--- src/rtl/fourphase_seq.sv ---
module fourphase_seq #(
  parameter int PC_W   = 12,
  parameter int RAM_AW = 8
) (
  input  logic              clk,
  input  logic              rst_n,
  input  logic              cond_in,
  output logic [PC_W:0]     rom_addr,
  output logic              rom_rd,
  input  logic [7:0]        rom_data,
  output logic [RAM_AW-1:0] ram_addr,
  output logic              ram_rd,
  output logic              ram_we,
  output logic [7:0]        ram_wdata,
  input  logic [7:0]        ram_rdata,
  output logic              rom_cpu_sel,
  output logic              ram_cpu_sel,
  output logic [1:0]        phase,
  output logic              op_fetch,
  output logic [PC_W-1:0]   pc,
  output logic [7:0]        acc,
  output logic [7:0]        x
);

  localparam logic [1:0] PH_FETCH = 2'd0;
  localparam logic [1:0] PH_READ  = 2'd1;
  localparam logic [1:0] PH_EXEC  = 2'd2;
  localparam logic [1:0] PH_WRITE = 2'd3;

  localparam logic [1:0] ST_OP  = 2'd0;
  localparam logic [1:0] ST_ARG = 2'd1;
  localparam logic [1:0] ST_HI  = 2'd2;

  localparam logic [1:0] C_NOP = 2'd0;
  localparam logic [1:0] C_LD  = 2'd1;
  localparam logic [1:0] C_ALU = 2'd2;
  localparam logic [1:0] C_ST  = 2'd3;

  logic [1:0] stage;
  logic [7:0] ir, opnd, opb, res;
  logic [3:0] lo, hi;
  logic       ok;

  logic [1:0] cls;
  logic       in_op, in_arg, in_hi;
  logic       exec_imm, exec_alu;
  logic [3:0] b_nib, a_nib;
  logic [PC_W:0] lut_addr;
  logic [7:0] ea;

  assign cls    = ir[7:6];
  assign in_op  = (stage == ST_OP);
  assign in_arg = (stage == ST_ARG);
  assign in_hi  = (stage == ST_HI);

  assign b_nib    = in_hi ? opb[7:4] : opb[3:0];
  assign a_nib    = in_hi ? acc[7:4] : acc[3:0];
  assign lut_addr = {1'b1, PC_W'({ir[3:0], b_nib, a_nib})};

  assign exec_imm = (phase == PH_EXEC) && in_op && (cls == C_LD) && !ir[4] && ok;
  assign exec_alu = (phase == PH_EXEC) && ((in_op && cls == C_ALU) || in_hi);

  assign rom_cpu_sel = ~phase[0];
  assign ram_cpu_sel = phase[0];

  assign rom_rd   = ((phase == PH_FETCH) && !in_hi) || exec_imm || exec_alu;
  assign rom_addr = exec_alu ? lut_addr : {1'b0, pc};

  assign ea        = in_arg ? (x + opnd) : x;
  assign ram_addr  = RAM_AW'(ea);
  assign ram_rd    = (phase == PH_READ) &&
                     ((in_op && cls == C_ALU) || (in_arg && cls == C_LD));
  assign ram_we    = (phase == PH_WRITE) &&
                     ((in_arg && cls == C_ST) || (in_hi && ir[5]));
  assign ram_wdata = in_hi ? {hi, lo} : acc;

  assign op_fetch = (phase == PH_FETCH) && in_op;

  always_ff @(posedge clk or negedge rst_n) begin
    if (!rst_n) begin
      phase <= PH_FETCH;
      stage <= ST_OP;
      pc    <= '0;
      acc   <= '0;
      x     <= '0;
      ir    <= '0;
      opnd  <= '0;
      opb   <= '0;
      res   <= '0;
      lo    <= '0;
      hi    <= '0;
      ok    <= 1'b0;
    end else begin
      phase <= phase + 2'd1;
      case (phase)
        PH_FETCH: begin
          if (!in_hi) begin
            pc <= pc + 1'b1;
            if (in_op) ir <= rom_data;
            else       opnd <= rom_data;
          end
        end
        PH_READ: begin
          if (in_op) begin
            ok <= ~ir[5] | cond_in;
            if (cls == C_ALU) opb <= ram_rdata;
          end
          if (in_arg && cls == C_LD) res <= ram_rdata;
        end
        PH_EXEC: begin
          if (exec_imm) res <= rom_data;
          if (exec_alu) begin
            if (in_hi) hi <= rom_data[3:0];
            else       lo <= rom_data[3:0];
          end
        end
        default: begin
          case (stage)
            ST_OP: begin
              case (cls)
                C_LD: begin
                  if (!ok) begin
                    pc <= pc + 1'b1;
                  end else if (ir[4]) begin
                    stage <= ST_ARG;
                  end else begin
                    pc <= pc + 1'b1;
                    if (ir[3]) x <= res;
                    else       acc <= res;
                  end
                end
                C_ALU:   stage <= ST_HI;
                C_ST:    stage <= ST_ARG;
                default: stage <= ST_OP;
              endcase
            end
            ST_ARG: begin
              if (cls == C_LD) begin
                if (ir[3]) x <= res;
                else       acc <= res;
              end
              stage <= ST_OP;
            end
            default: begin
              acc   <= {hi, lo};
              stage <= ST_OP;
            end
          endcase
        end
      endcase
    end
  end

endmodule

--- config.mk ---
export PLATFORM = sky130hd
export DESIGN_NAME = fourphase_seq
export DESIGN_NICKNAME = d
export VERILOG_FILES = /design/src/rtl/fourphase_seq.sv
export SDC_FILE = /design/constraint.sdc
export NUM_CORES = 1
export LEC_CHECK = 0
export ABC_AREA = 1
export BUFFER_PORTS_ARGS = -buffer_cell sky130_fd_sc_hd__buf_4
export CORE_MARGIN = 3
export CORE_UTILIZATION = 59
export DETAILED_ROUTE_END_ITERATION = 8
export GPL_ROUTABILITY_DRIVEN = 0
export PLACE_DENSITY = 0.87
export SLEW_MARGIN = 20
export SYNTH_ARGS = -nofsm -noshare
export SYNTH_HDL_FRONTEND = slang
export SYNTH_SLANG_ARGS = --single-unit
--- constraint.sdc ---
create_clock -name clk -period 3.2 [get_ports clk]
set_input_delay 0.32 -clock clk [delete_from_list [all_inputs] [get_ports clk]]
set_output_delay 0.32 -clock clk [all_outputs]
set_load 0.05 [all_outputs]
## Word-level counts from Yosys, hierarchy flattened

Cells that the tools add are included.

- $add $sub $neg: 3
- Equal/unequal tests: 18
- Multiplexer cells: 30
- Bitwise logic cells: 7
- Reduce and logical (&&, ||, !) cells: 39

Operators by type and width:

| kind | number |
|---|---|
| 2-to-1 mux 8 bit | 14 |
| 2-to-1 mux 12 bit | 5 |
| case mux 8 bit (2 select lines) | 3 |
| case mux 12 bit (2 select lines) | 1 |
| AND reduction 3 bit | 7 |
| logical AND 1 bit | 13 |
| 2-to-1 mux 13 bit | 1 |
| adder 12 x 1 -> 12 bit (second input constant) | 1 |
| equality test 2 bit (second input constant) | 5 |
| AND reduction 5 bit | 2 |
| adder 8 bit | 1 |
| 2-to-1 mux 4 bit | 2 |
| inequality test 2 bit (second input constant) | 4 |
| nonzero test 2 bit | 4 |
| equality test 2 x 1 -> 1 bit (second input constant) | 3 |
| 2-to-1 mux 2 bit | 3 |
| inequality test 2 x 1 -> 1 bit (second input constant) | 3 |
| inequality test 3 bit (second input constant) | 2 |
| inverter 1 bit | 6 |
| case mux 2 bit (3 select lines) | 1 |
| AND reduction 6 bit | 1 |
| logical OR 1 bit | 5 |
| logical NOT 2 bit | 2 |
| inequality test 3 x 2 -> 1 bit (second input constant) | 1 |
| 6 further kinds | 7 |

- Bits in registers: 73
- Input bits: 19
- Logic and storage cells: 109

## Logic depth before layout (Yosys ltp)

- Word-level depth: 7
- Gate-level depth with buffers: 11
- Mapped depth without buffers: 11

## Worst setup path after synthesis

No wires, ideal clock.

- Path kind: register -> output
- From: register phase[0]
- To: output rom_addr[10]
- Arrival: 3.043 ns
- Required time: 2.880 ns
- Setup slack: -0.163 ns
- Cell stages (with the launch flop): 9
- Path through: dfrtp_1 inv_1 ha_1 inv_1 nor2_1 inv_1 nand2_1 buf_4 o21ai_0

- Word-level cells in the longest chain between the ends: 3

RTL lines:

| what | line | text |
|---|---|---|
| start, declared | 18 | `output logic [1:0] phase,` |
| start signal, assigned | 94 | `phase <= phase + 2'd1;` |
| equality test 2 bit | 61 | `assign exec_alu = (phase == PH_EXEC) && ((in_op && cls == C_ALU) \|\| in_hi);` |
| logical AND 1 bit | 61 |  |
| via exec_alu | 46 | `logic exec_imm, exec_alu;` |
| 2-to-1 mux 13 bit | 67 | `assign rom_addr = exec_alu ? lut_addr : {1'b0, pc};` |
| end, declared | 8 | `output logic [PC_W:0] rom_addr,` |

The timed path passes the listed nets, and every way through them passes these cells.

## Final worst setup path

- From: register phase[0]
- To: output rom_addr[10]

- Word-level cells in the longest chain between the ends: 3

RTL lines:

| what | line |
|---|---|
| equality test 2 bit | 61 |
| logical AND 1 bit | 61 |
| 2-to-1 mux 13 bit | 67 |

No other way between the ends.

==> results.py <==
metrics = {
    "run_status": {
        "status": "finished clean",
    },
    "timing": {
        "finalSetupViolCount": 0,
        "fin_setup_tns_ns": 0,
        "worstMarginPinSlew_ns": 0.914,
        "timing_hold_violations_final": 0,
        "fin_skew_ns": 0.00704,
        "fmax_mhz": 352,
        "grt_setup_unrepaired": "no",
        "drv_slew": 0,
        "period_share": 0.888,
        "min_period_ns": 2.84,
        "slew_headroom": 0.391,
    },
    "route": {
        "drc": 0,
        "via_per_inst": 5.57,
        "antenna_left": 0,
        "drt-total-wl_um": 10900,
        "wl_per_cell_um": 15.1,
        "drt_iter0_markers": 363,
        "dr.pass1.iters": 5,
        "num_vias": 4018,
    },
    "floorplanning": {
        "die_area_mm2": 0.00796,
        "start_util": 0.626,
        "die_h_um": 89.2,
        "die_w_um": 89.2,
        "io_pins": 84,
        "rows": 29,
        "core-area_mm2": 0.00653,
    },
    "clock_network": {
        "cts_buffers": 9,
        "cts_sinks": 73,
        "clock_latency_ns": 0.36,
        "h-tree-depth": 3,
        "cts.path.max_buffers": 2,
        "post_cts_buffers": 0,
        "path_clk_slew_ns": 0.07,
        "cts_tree": "done",
        "cts_root_buf": "clkbuf_8",
        "cts.repair.resized": 0,
        "postCtsHoldBufs": 0,
    },
    "logic_synthesis": {
        "synth_nets": 592,
        "synth.avg_cell_area_um2": 7.31,
        "ys_warn_count": 0,
        "synthCells": 559,
        "synthMuxAreaShare": 0.0107,
        "synth_fa_ha_area_frac": 0.0447,
        "yosysTopAreaCell": "dfrtp_1",
        "ys_top_cells_by_area": "dfrtp_1 (45%), nand2_1 (21%), o21ai_0 (8.8%)",
        "synth-compound-area-share": 0.116,
        "ys_ff_latch": 73,
        "yosys.area_share.xor_xnor": 0.0150,
        "syn_area_mm2": 0.00409,
        "synth_top_family_by_area": "simple AND/OR/NAND/NOR gates",
        "synth.distinct_cells": 31,
        "synth_top_area_frac": 0.447,
        "synth-simple-area-share": 0.290,
        "synth-seq-area-share": 0.447,
    },
    "worst_setup_path": {
        "critical_path.slowest_cell": "dfrtp_1",
        "crit_arrival_ns": 2.52,
        "critPathLaunchType": "flip-flop",
        "setup.worst_path.class": "flip-flop to output port",
        "cp-end-kind": "output port",
        "r2r_slack_ns": 1.08,
        "crit_path_cell_trace": "inv_1 > ha_1 > inv_1 > nor2_1 > inv_1 > nand2_1 > o21ai_0 > buf_4",
        "reg2reg_from": "phase[0]$_DFF_PN0_",
        "worst_path_largest_cell_delay_ns": 0.45,
        "crit_path_frequent_cell": "inv_1",
        "worstReg2RegEnd": "pc[3]$_DFFE_PN0P_",
        "worstRegToRegCells": 9,
        "worst_ep_required_time_ns": 2.88,
        "crit_fanout": 20,
    },
    "layout": {
        "nets": 673,
        "post-route-util": 0.760,
        "n_antenna_cell": 0,
        "layout-drive-gt1-share": 0.180,
        "syn2layout_area_growth_pct": 21.4,
    },
    "placed_design": {
        "hpwl_um": 8110,
        "portBuffers": 83,
    },
    "hold_path": {
        "hp-class": "primary input to asynchronous set/reset pin",
    },
    "grt": {
        "antenna_found_initial": 0,
        "grtUsageTotal": 0.294,
        "grt_max_degree": 74,
        "grt_pass1_vias": 3688,
        "grt_pass1_wl_um": 17700,
        "overflow": 0,
    },
    "power_and_ir_drop": {
        "peakVddDrop_v": 0.000486,
        "power_density_mw_per_mm2": 1090,
        "p_leak_uw": 0.00267,
    },
    "flow_run": {
        "cap_violations": 0,
    },
}
## critical path: cells and delay by family, from the launching register on
family          cells  cell delay, ns
buf+inv             4            0.66
simple gates        2            0.46
flops               1            0.45
compound gates      1            0.34
fa+ha+maj           1            0.24
## where the power goes
part / internal, µW / switching, µW
logic: 913 / 2070
registers: 1310 / 362
clock network: 422 / 352
## registers in the layout (all words and copies together), names as in the netlist
| register | count |
|---|---|
| pc | 12 |
| x | 8 |
| acc | 8 |
| lo | 4 |
| opnd | 8 |
| res | 8 |
| ok | 1 |
| opb | 8 |
| hi | 4 |
| phase | 2 |
| stage | 2 |
| ir | 8 |
## cell families (layout without fill, tap and decap cells)
logic type,count (synthesis),count (layout)
XOR/XNOR,7,7
adder cells (fa/ha/maj),14,14
buffers and inverters,78,164
AND/OR/NAND/NOR,290,290
flip-flops,73,73
multiplexers,4,4
AO/OA/AOI/OAI,93,93
## cells in the mapped netlist, drive strengths merged
cell type / number
ha: 13
a21oi: 5
dfrtp: 73
a31oi: 1
xor2: 3
nand4: 4
nand3: 28
nor2: 21
fa: 1
mux2i: 1
nor3: 2
nand2: 229
clkbuf: 6
buf: 10
a21boi: 1
inv: 61
xnor2: 4
o21ai: 86
nand3b: 4
mux2: 3
clkinv: 1
or2: 2
## layout make-up
type                       instances  area, µm²
clock inverter                     4       50.0
tap                               77       96.3
sequential                        73       1830
multi-input combinational        408       1950
timing repair buffer              86        646
clock buffer                      12        165
inverter                          62        233
fill                             484       1570
## routing by layer
metal  GRT usage  vias to the layer above  share of wire
met2       0.467                      186           0.48
li1            -                     1934              -
met3      0.0636                       27          0.080
met5           0                        -              0
met1       0.394                     1871           0.41
met4       0.120                        0          0.024
## per-stage QoR
stage                     area (µm²)  std cells  worst slack [ns]  total power [µW]  hold slack, ns
after detailed placement        4750        706             0.800              4640           0.460
final                           4960        722             0.358              5430          0.0918
after global routing            4960        722             0.171              5770           0.170
after floorplan                 4090        559            -0.163              3720          0.0244
after global placement          4750        706             0.963              4540           0.453
after CTS                       4960        722             0.386              5410           0.134
## cells in the final DEF (no fill, tap or decap), types with 5 or more instances in the layout
cell / Yosys / final
a21oi_1: 5 / 5
buf_4: 4 / 86
clkbuf_8: 0 / 12
dfrtp_1: 73 / 73
ha_1: 13 / 13
inv_1: 59 / 59
nand2_1: 226 / 226
nand3_1: 28 / 28
nor2_1: 19 / 19
o21ai_0: 72 / 72
o21ai_1: 13 / 13
## worst max path at each step
stage	to	cells after the start	from	slack (ns)
floorplan	rom_addr[10]	8	phase[0]$_DFF_PN0_	-0.16
global placement	rom_addr[3]	7	phase[0]$_DFF_PN0_	0.96
detailed placement	rom_addr[10]	7	phase[0]$_DFF_PN0_	0.80
CTS	rom_addr[10]	7	phase[0]$_DFF_PN0_	0.39
global route	rom_addr[10]	7	phase[0]$_DFF_PN0_	0.17
finish	rom_addr[10]	8	phase[0]$_DFF_PN0_	0.36
Note: power is estimated with default switching activity, not from simulation.
